$ cat config.mk
export PLATFORM = sky130hd
export DESIGN_NAME = cfg_dma_front
export DESIGN_NICKNAME = d
export VERILOG_FILES = /design/src/rtl/dmafe_pkg.sv /design/src/rtl/dmafe_stage.sv /design/src/rtl/dmafe_cmdq.sv /design/src/rtl/dmafe_fetch.sv /design/src/rtl/cfg_dma_front.sv
export SDC_FILE = /design/constraint.sdc
export NUM_CORES = 1
export LEC_CHECK = 0
export ABC_AREA = 1
export BUFFER_PORTS_ARGS = -buffer_cell sky130_fd_sc_hd__buf_2
export CAP_MARGIN = 25
export CORE_MARGIN = 4
export CORE_UTILIZATION = 25
export DETAILED_ROUTE_END_ITERATION = 10
export HOLD_SLACK_MARGIN = 0.02
export PLACE_DENSITY = 0.44
export SETUP_SLACK_MARGIN = 0.2
export SYNTH_ARGS = -nofsm -noshare
export SYNTH_HDL_FRONTEND = slang
export SYNTH_HIERARCHICAL = 1
export SYNTH_SLANG_ARGS = --single-unit
$ cat constraint.sdc
create_clock -name clk -period 20.8 [get_ports clk]
set_clock_uncertainty 0.15 [all_clocks]
set_input_delay 0 -clock clk [delete_from_list [all_inputs] [get_ports clk]]
set_output_delay 0 -clock clk [all_outputs]
set_load 0.02 [all_outputs]
$ cat src/rtl/dmafe_pkg.sv
package dmafe_pkg;
  localparam int DATA_W = 32;
  localparam int ADDR_W = 32;
  localparam int LEN_W  = 27;
  localparam int REG_AW = 8;

  localparam logic [REG_AW-1:0] OFS_SRC  = 8'h18;
  localparam logic [REG_AW-1:0] OFS_DST  = 8'h1C;
  localparam logic [REG_AW-1:0] OFS_SLEN = 8'h20;
  localparam logic [REG_AW-1:0] OFS_DLEN = 8'h24;

  localparam logic [ADDR_W-1:0] NO_DEST = '1;

  typedef struct packed {
    logic [ADDR_W-1:0] src;
    logic [ADDR_W-1:0] dst;
    logic [LEN_W-1:0]  words;
  } dma_cmd_t;

  typedef enum logic [2:0] {
    S_IDLE, S_LOAD, S_READ, S_CAPT, S_SEND, S_FINISH, S_PWAIT
  } fetch_state_t;
endpackage

$ cat src/rtl/dmafe_stage.sv
module dmafe_stage
  import dmafe_pkg::*;
(
  input  logic              clk,
  input  logic              rst,
  input  logic              we,
  input  logic [REG_AW-1:0] addr,
  input  logic [DATA_W-1:0] wdata,
  input  logic              full,
  output logic              push,
  output dma_cmd_t          cmd,
  output logic              ovf
);
  logic [ADDR_W-1:0] src_q, dst_q;
  logic [LEN_W-1:0]  len_q;
  logic              commit;

  assign commit = we && (addr == OFS_DLEN);
  assign push   = commit && !full;
  assign cmd    = '{src: src_q, dst: dst_q, words: len_q};

  always_ff @(posedge clk) begin
    if (rst) begin
      src_q <= '0;
      dst_q <= '0;
      len_q <= '0;
      ovf   <= 1'b0;
    end else begin
      ovf <= commit && full;
      if (we) begin
        case (addr)
          OFS_SRC:  src_q <= wdata;
          OFS_DST:  dst_q <= wdata;
          OFS_SLEN: len_q <= wdata[LEN_W-1:0];
          default:  ;
        endcase
      end
    end
  end

  // an overflow pulse only follows a commit attempted while full
  a_r9_ovf_cause: assert property (@(posedge clk) disable iff (rst)
    ovf |-> $past(we && full));
endmodule

$ cat src/rtl/dmafe_cmdq.sv
module dmafe_cmdq #(
  parameter int DEPTH = 4,
  parameter int WIDTH = 8
) (
  input  logic             clk,
  input  logic             rst,
  input  logic             push,
  input  logic [WIDTH-1:0] wdata,
  input  logic             pop,
  output logic [WIDTH-1:0] rdata,
  output logic             full,
  output logic             empty
);
  localparam int PTR_W = (DEPTH > 1) ? $clog2(DEPTH) : 1;
  localparam int CNT_W = $clog2(DEPTH + 1);
  localparam logic [PTR_W-1:0] LAST = PTR_W'(DEPTH - 1);
  localparam logic [CNT_W-1:0] FULL_CNT = CNT_W'(DEPTH);

  logic [WIDTH-1:0] mem [DEPTH];
  logic [PTR_W-1:0] wr_ptr, rd_ptr;
  logic [CNT_W-1:0] count;

  assign full  = (count == FULL_CNT);
  assign empty = (count == '0);

  always_ff @(posedge clk) begin
    if (push) mem[wr_ptr] <= wdata;
    if (pop)  rdata <= mem[rd_ptr];
  end

  always_ff @(posedge clk) begin
    if (rst) begin
      wr_ptr <= '0;
      rd_ptr <= '0;
      count  <= '0;
    end else begin
      if (push) wr_ptr <= (wr_ptr == LAST) ? '0 : wr_ptr + 1'b1;
      if (pop)  rd_ptr <= (rd_ptr == LAST) ? '0 : rd_ptr + 1'b1;
      case ({push, pop})
        2'b10:   count <= count + 1'b1;
        2'b01:   count <= count - 1'b1;
        default: ;
      endcase
    end
  end

  // the queue is never written when full nor read when empty
  a_r8_no_push_full: assert property (@(posedge clk) disable iff (rst)
    push |-> !full);
  a_r8_no_pop_empty: assert property (@(posedge clk) disable iff (rst)
    pop |-> !empty);
  a_r8_count_step: assert property (@(posedge clk) disable iff (rst)
    (push && !pop) |=> !empty);
endmodule

$ cat src/rtl/dmafe_fetch.sv
module dmafe_fetch
  import dmafe_pkg::*;
(
  input  logic              clk,
  input  logic              rst,
  input  logic              q_empty,
  input  dma_cmd_t          q_cmd,
  output logic              q_pop,
  output logic              mem_rd_en,
  output logic [ADDR_W-1:0] mem_rd_addr,
  input  logic [DATA_W-1:0] mem_rd_data,
  output logic              str_valid,
  output logic [DATA_W-1:0] str_data,
  output logic              str_wb,
  input  logic              str_ready,
  input  logic              port_idle,
  output logic              evt_done,
  output logic              evt_port
);
  fetch_state_t      state;
  logic [ADDR_W-1:0] addr_q, first_addr;
  logic [LEN_W-1:0]  left_q;
  logic              wait_q, wb_q;

  assign q_pop      = (state == S_IDLE) && !q_empty;
  assign first_addr = {q_cmd.src[ADDR_W-1:2], 2'b00};

  always_ff @(posedge clk) begin
    if (rst) begin
      state       <= S_IDLE;
      addr_q      <= '0;
      left_q      <= '0;
      wait_q      <= 1'b0;
      wb_q        <= 1'b0;
      mem_rd_en   <= 1'b0;
      mem_rd_addr <= '0;
      str_valid   <= 1'b0;
      str_data    <= '0;
      str_wb      <= 1'b0;
      evt_done    <= 1'b0;
      evt_port    <= 1'b0;
    end else begin
      evt_done <= 1'b0;
      evt_port <= 1'b0;
      case (state)
        S_IDLE: if (!q_empty) state <= S_LOAD;
        S_LOAD: begin
          addr_q <= first_addr;
          left_q <= q_cmd.words;
          wait_q <= q_cmd.src[0];
          wb_q   <= (q_cmd.dst != NO_DEST);
          if (q_cmd.words == '0) begin
            state <= S_FINISH;
          end else begin
            mem_rd_en   <= 1'b1;
            mem_rd_addr <= first_addr;
            state       <= S_READ;
          end
        end
        S_READ: begin
          mem_rd_en <= 1'b0;
          state     <= S_CAPT;
        end
        S_CAPT: begin
          str_data  <= mem_rd_data;
          str_wb    <= wb_q;
          str_valid <= 1'b1;
          state     <= S_SEND;
        end
        S_SEND: if (str_ready) begin
          str_valid <= 1'b0;
          if (left_q == LEN_W'(1)) begin
            state <= S_FINISH;
          end else begin
            left_q      <= left_q - 1'b1;
            addr_q      <= addr_q + ADDR_W'(4);
            mem_rd_en   <= 1'b1;
            mem_rd_addr <= addr_q + ADDR_W'(4);
            state       <= S_READ;
          end
        end
        S_FINISH: begin
          if (wait_q) begin
            state <= S_PWAIT;
          end else begin
            evt_done <= 1'b1;
            state    <= S_IDLE;
          end
        end
        S_PWAIT: if (port_idle) begin
          evt_done <= 1'b1;
          evt_port <= 1'b1;
          state    <= S_IDLE;
        end
        default: state <= S_IDLE;
      endcase
    end
  end

  // a pending word is held until accepted; no read while one waits
  a_r4_hold_word: assert property (@(posedge clk) disable iff (rst)
    (str_valid && !str_ready) |=> (str_valid && $stable(str_data)));
  a_r4_no_read_pending: assert property (@(posedge clk) disable iff (rst)
    mem_rd_en |-> !str_valid);
  // every read address is word aligned
  a_r3_aligned: assert property (@(posedge clk) disable iff (rst)
    mem_rd_en |-> (mem_rd_addr[1:0] == 2'b00));
  // the port-done event always comes with the completion event
  a_r6_port_with_done: assert property (@(posedge clk) disable iff (rst)
    evt_port |-> evt_done);
  a_r6_port_needs_idle: assert property (@(posedge clk) disable iff (rst)
    evt_port |-> $past(port_idle));
endmodule

$ cat src/rtl/cfg_dma_front.sv
module cfg_dma_front
  import dmafe_pkg::*;
#(
  parameter int CMDQ_DEPTH = 4
) (
  input  logic        clk,
  input  logic        rst,
  input  logic        reg_we,
  input  logic [7:0]  reg_addr,
  input  logic [31:0] reg_wdata,
  output logic        q_full,
  output logic        q_empty,
  output logic        evt_dma_done,
  output logic        evt_port_done,
  output logic        evt_q_overflow,
  output logic        mem_rd_en,
  output logic [31:0] mem_rd_addr,
  input  logic [31:0] mem_rd_data,
  output logic        cfg_valid,
  output logic [31:0] cfg_data,
  output logic        cfg_writeback,
  input  logic        cfg_ready,
  input  logic        cfg_port_idle
);
  localparam int CMD_W = $bits(dma_cmd_t);

  logic             push, pop;
  dma_cmd_t         staged, head;
  logic [CMD_W-1:0] head_vec;

  dmafe_stage u_stage (
    .clk(clk), .rst(rst), .we(reg_we), .addr(reg_addr), .wdata(reg_wdata),
    .full(q_full), .push(push), .cmd(staged), .ovf(evt_q_overflow)
  );

  dmafe_cmdq #(.DEPTH(CMDQ_DEPTH), .WIDTH(CMD_W)) u_cmdq (
    .clk(clk), .rst(rst), .push(push), .wdata(staged), .pop(pop),
    .rdata(head_vec), .full(q_full), .empty(q_empty)
  );

  assign head = dma_cmd_t'(head_vec);

  dmafe_fetch u_fetch (
    .clk(clk), .rst(rst), .q_empty(q_empty), .q_cmd(head), .q_pop(pop),
    .mem_rd_en(mem_rd_en), .mem_rd_addr(mem_rd_addr), .mem_rd_data(mem_rd_data),
    .str_valid(cfg_valid), .str_data(cfg_data), .str_wb(cfg_writeback),
    .str_ready(cfg_ready), .port_idle(cfg_port_idle),
    .evt_done(evt_dma_done), .evt_port(evt_port_done)
  );

  // status flags are mutually exclusive
  a_r8_flags_excl: assert property (@(posedge clk) disable iff (rst)
    !(q_full && q_empty));
endmodule

==> impl_metrics.csv <==
group,metric,value,unit
clocking,post_cts_buffers,0,
pwr,p_int,2.81,mW
final_layout,nets,3089,
hold_path,hold_path.startpoint,"reg_wdata[12]",
global_route,overflow,0,
global_route,grt_pass1_vias,19166,
critical_path,critical_path_class,"flop to flop",
pwr,power_frac_comb,26.1,%
floorplanning,core_area,0.109,mm²
yosys,synthCells,2766,
final_layout,area_growth,20.9,%
timing,timing.hold.ws,60.1,ps
placed_design,place_congestion,0.782,
hold_path,worstHoldPathCells,4,
global_route,grt_usage,13.0,%
critical_path,end_kind,"flop",
pwr,power.share.switching,34.6,%
drt,wl,76000,µm
drt,wire_per_inst,16.9,µm
timing,max-slew-margin-rel,30.8,%
critical_path,r2r-end,"u_fetch/left_q[3]",
final_layout,fillCellCount,11293,
placed_design,placed_cells,4206,
pwr,clkPwrFrac,31.5,%
critical_path,worstPathRequired,21180,ps
pwr,vdd_drop_max,66.9,µV
pwr,power_density,129,mW/mm²
timing,fmax,261,MHz
clocking,cts_buffers,78,
timing,period_share,18.4,%
job,drv_cap,0,
critical_path,r2r_start,"u_fetch/state[2]",
drt,vias,19595,
clocking,clk_pin_slew,60,ps
global_route,antenna_found_initial,2,
placed_design,hpwl,43700,µm
critical_path,r2r_setup_slack,16970,ps
timing,slew_viol_final,0,
critical_path,crit_fanout,71,
floorplanning,pin_count,149,
floorplanning,start_util,25.2,%
critical_path,worstSetupStartpointType,"flop",
global_route,grt_pass1_wl,118000,µm
floorplanning,die_w,340,µm
placed_design,io_buffers,148,
timing,setup-tns-final,0,ps
drt,ant_nets,0,
yosys,avgSynthCellArea,9.95,µm²
timing,layout_min_cycle_time,3830,ps
critical_path,worstRegToRegCells,10,
floorplanning,die_y,340,µm
pwr,leakage,13.0,nW
pwr,seqPwrFrac,42.4,%
timing,worstMarginPinSlew,1040,ps
clocking,tritoncts,"yes",
drt,drt_iter0_markers,1194,
clocking,cts_sinks,681,
clocking,insertion_delay,630,ps
yosys,synth_area,0.0275,mm²
global_route,grt_max_degree,102,
clocking,clockBufferDepth,3,
floorplanning,rows,121,
drt,dr.pass1.iters,5,
floorplanning,dieArea,0.115,mm²
drt,drc_errors,0,
yosys,ys_warn_count,6,
timing,finalSetupViolCount,0,
clocking,htreeDepth,3,
final_layout,post_route_cells_drive_above_1_share,10.7,%
timing,rsz0062_at_grt,"false",
status,status,"finished, final reports clean",
pwr,switching_power,1.49,mW
timing,hold_viol,0,
clocking,root_buffer,"clkbuf_16",
yosys,synth_nets,2853,
hold_path,hold_class,"input pin to flop",
drt,avgViaCountPerCell,4.37,
final_layout,stdcell_count,4482,
hold_path,min_to,"u_stage/dst_q[12]",
critical_path,arrival,4220,ps
per-stage QoR:
step	setup slack, ps	area [µm²]	power, mW	util, %
final	16970	33300	4.30	30.5
after floorplan	9540	27500	2.63	-
after detailed placement	16920	29400	2.97	27.0
after global placement	16960	29400	2.97	27.0
after global routing	16610	33300	4.59	30.5
after CTS	16890	33300	4.36	30.5
cells in the final DEF, fill, tap and decap left out, types with 5 or more instances in the layout:
cell type        n
edfxtp_1       450
o21ai_0        269
inv_2           11
nand4_1         17
nand3_1        108
xnor2_1          6
clkinv_1         5
nor2_4           5
a21oi_1         77
nand3b_1         9
dfxtp_1        229
o22ai_1         90
nand2_1        461
o21ai_1         11
inv_1          153
bufinv_16        5
clkbuf_8         6
clkbuf_16       78
clkbuf_1        30
dlygate4sd3_1  127
xor2_1          12
buf_2          148
clkinv_2        12
nor3_1          10
ha_1             9
nor2_1         649
buf_4           22
metal layers:
| layer | vias to the layer above | track usage, % | share of wire (%) |
|---|---|---|---|
| li1 | 9777 | - | - |
| met1 | 9352 | 18.1 | 49 |
| met2 | 374 | 20.7 | 45 |
| met3 | 90 | 2.26 | 4.5 |
| met4 | 2 | 3.49 | 1.8 |
| met5 | - | 0 | 0.017 |
layout make-up:
type	count	area, µm²	area share [%]
Antenna cell	1	2.50	0.00752
Clock buffer	114	2150	6.45
Clock inverter	31	385	1.16
Inverter	170	658	1.98
Multi-Input combinational cell	1771	7940	23.9
Sequential cell	681	18100	54.5
Tap cell	1414	1770	5.32
Timing Repair Buffer	300	2240	6.72
worst max-delay path, cell delays in order, from the launching register on:
cell     delay [ps]
dfxtp_1         430
inv_2            90
nor3_4          100
buf_4           400
inv_2            40
buf_4           300
nand2_2         210
nand3_4         660
inv_2           930
o21ai_0         210
a21oi_1         160
worst max-delay path by stage:
stage,endpoint,startpoint
finish,u_fetch/left_q[3],u_fetch/state[2]
global route,u_fetch/left_q[3],u_fetch/state[2]
CTS,u_fetch/left_q[3],u_fetch/state[2]
detailed placement,u_fetch/left_q[3],u_fetch/state[2]
global placement,u_fetch/left_q[3],u_fetch/state[2]
floorplan,u_cmdq/count[2],u_fetch/state[0]
registers in the layout, summed over array words and instances (netlist names):
signal / cells
u_fetch/wb_q: 1
u_fetch/mem_rd_en: 1
u_fetch/str_data: 32
u_fetch/mem_rd_addr: 32
u_fetch/evt_done: 1
u_stage/len_q: 27
u_fetch/evt_port: 1
u_fetch/addr_q: 32
u_stage/src_q: 31
u_cmdq/mem: 360
u_cmdq/rd_ptr: 2
u_cmdq/rdata: 90
u_fetch/left_q: 27
u_cmdq/wr_ptr: 2
u_fetch/state: 3
u_fetch/str_valid: 1
u_fetch/wait_q: 1
u_stage/ovf: 1
u_fetch/str_wb: 1
u_stage/dst_q: 32
u_cmdq/count: 3
power groups by stage:
stage,combinational [mW],clock (mW),sequential [mW]
2_1_floorplan,0.776,0,1.85
3_3_place_gp,1.12,0,1.86
6_report,1.12,1.35,1.82
3_5_place_dp,1.12,0,1.85
4_1_cts,1.14,1.40,1.83
5_1_grt,1.28,1.46,1.85
repair_timing:
item	4_1_cts	5_1_grt
hold buffers	129	0
resized for setup	0	0
endpoints found under the hold margin	165	0
Power figures use the tool's default switching activity.
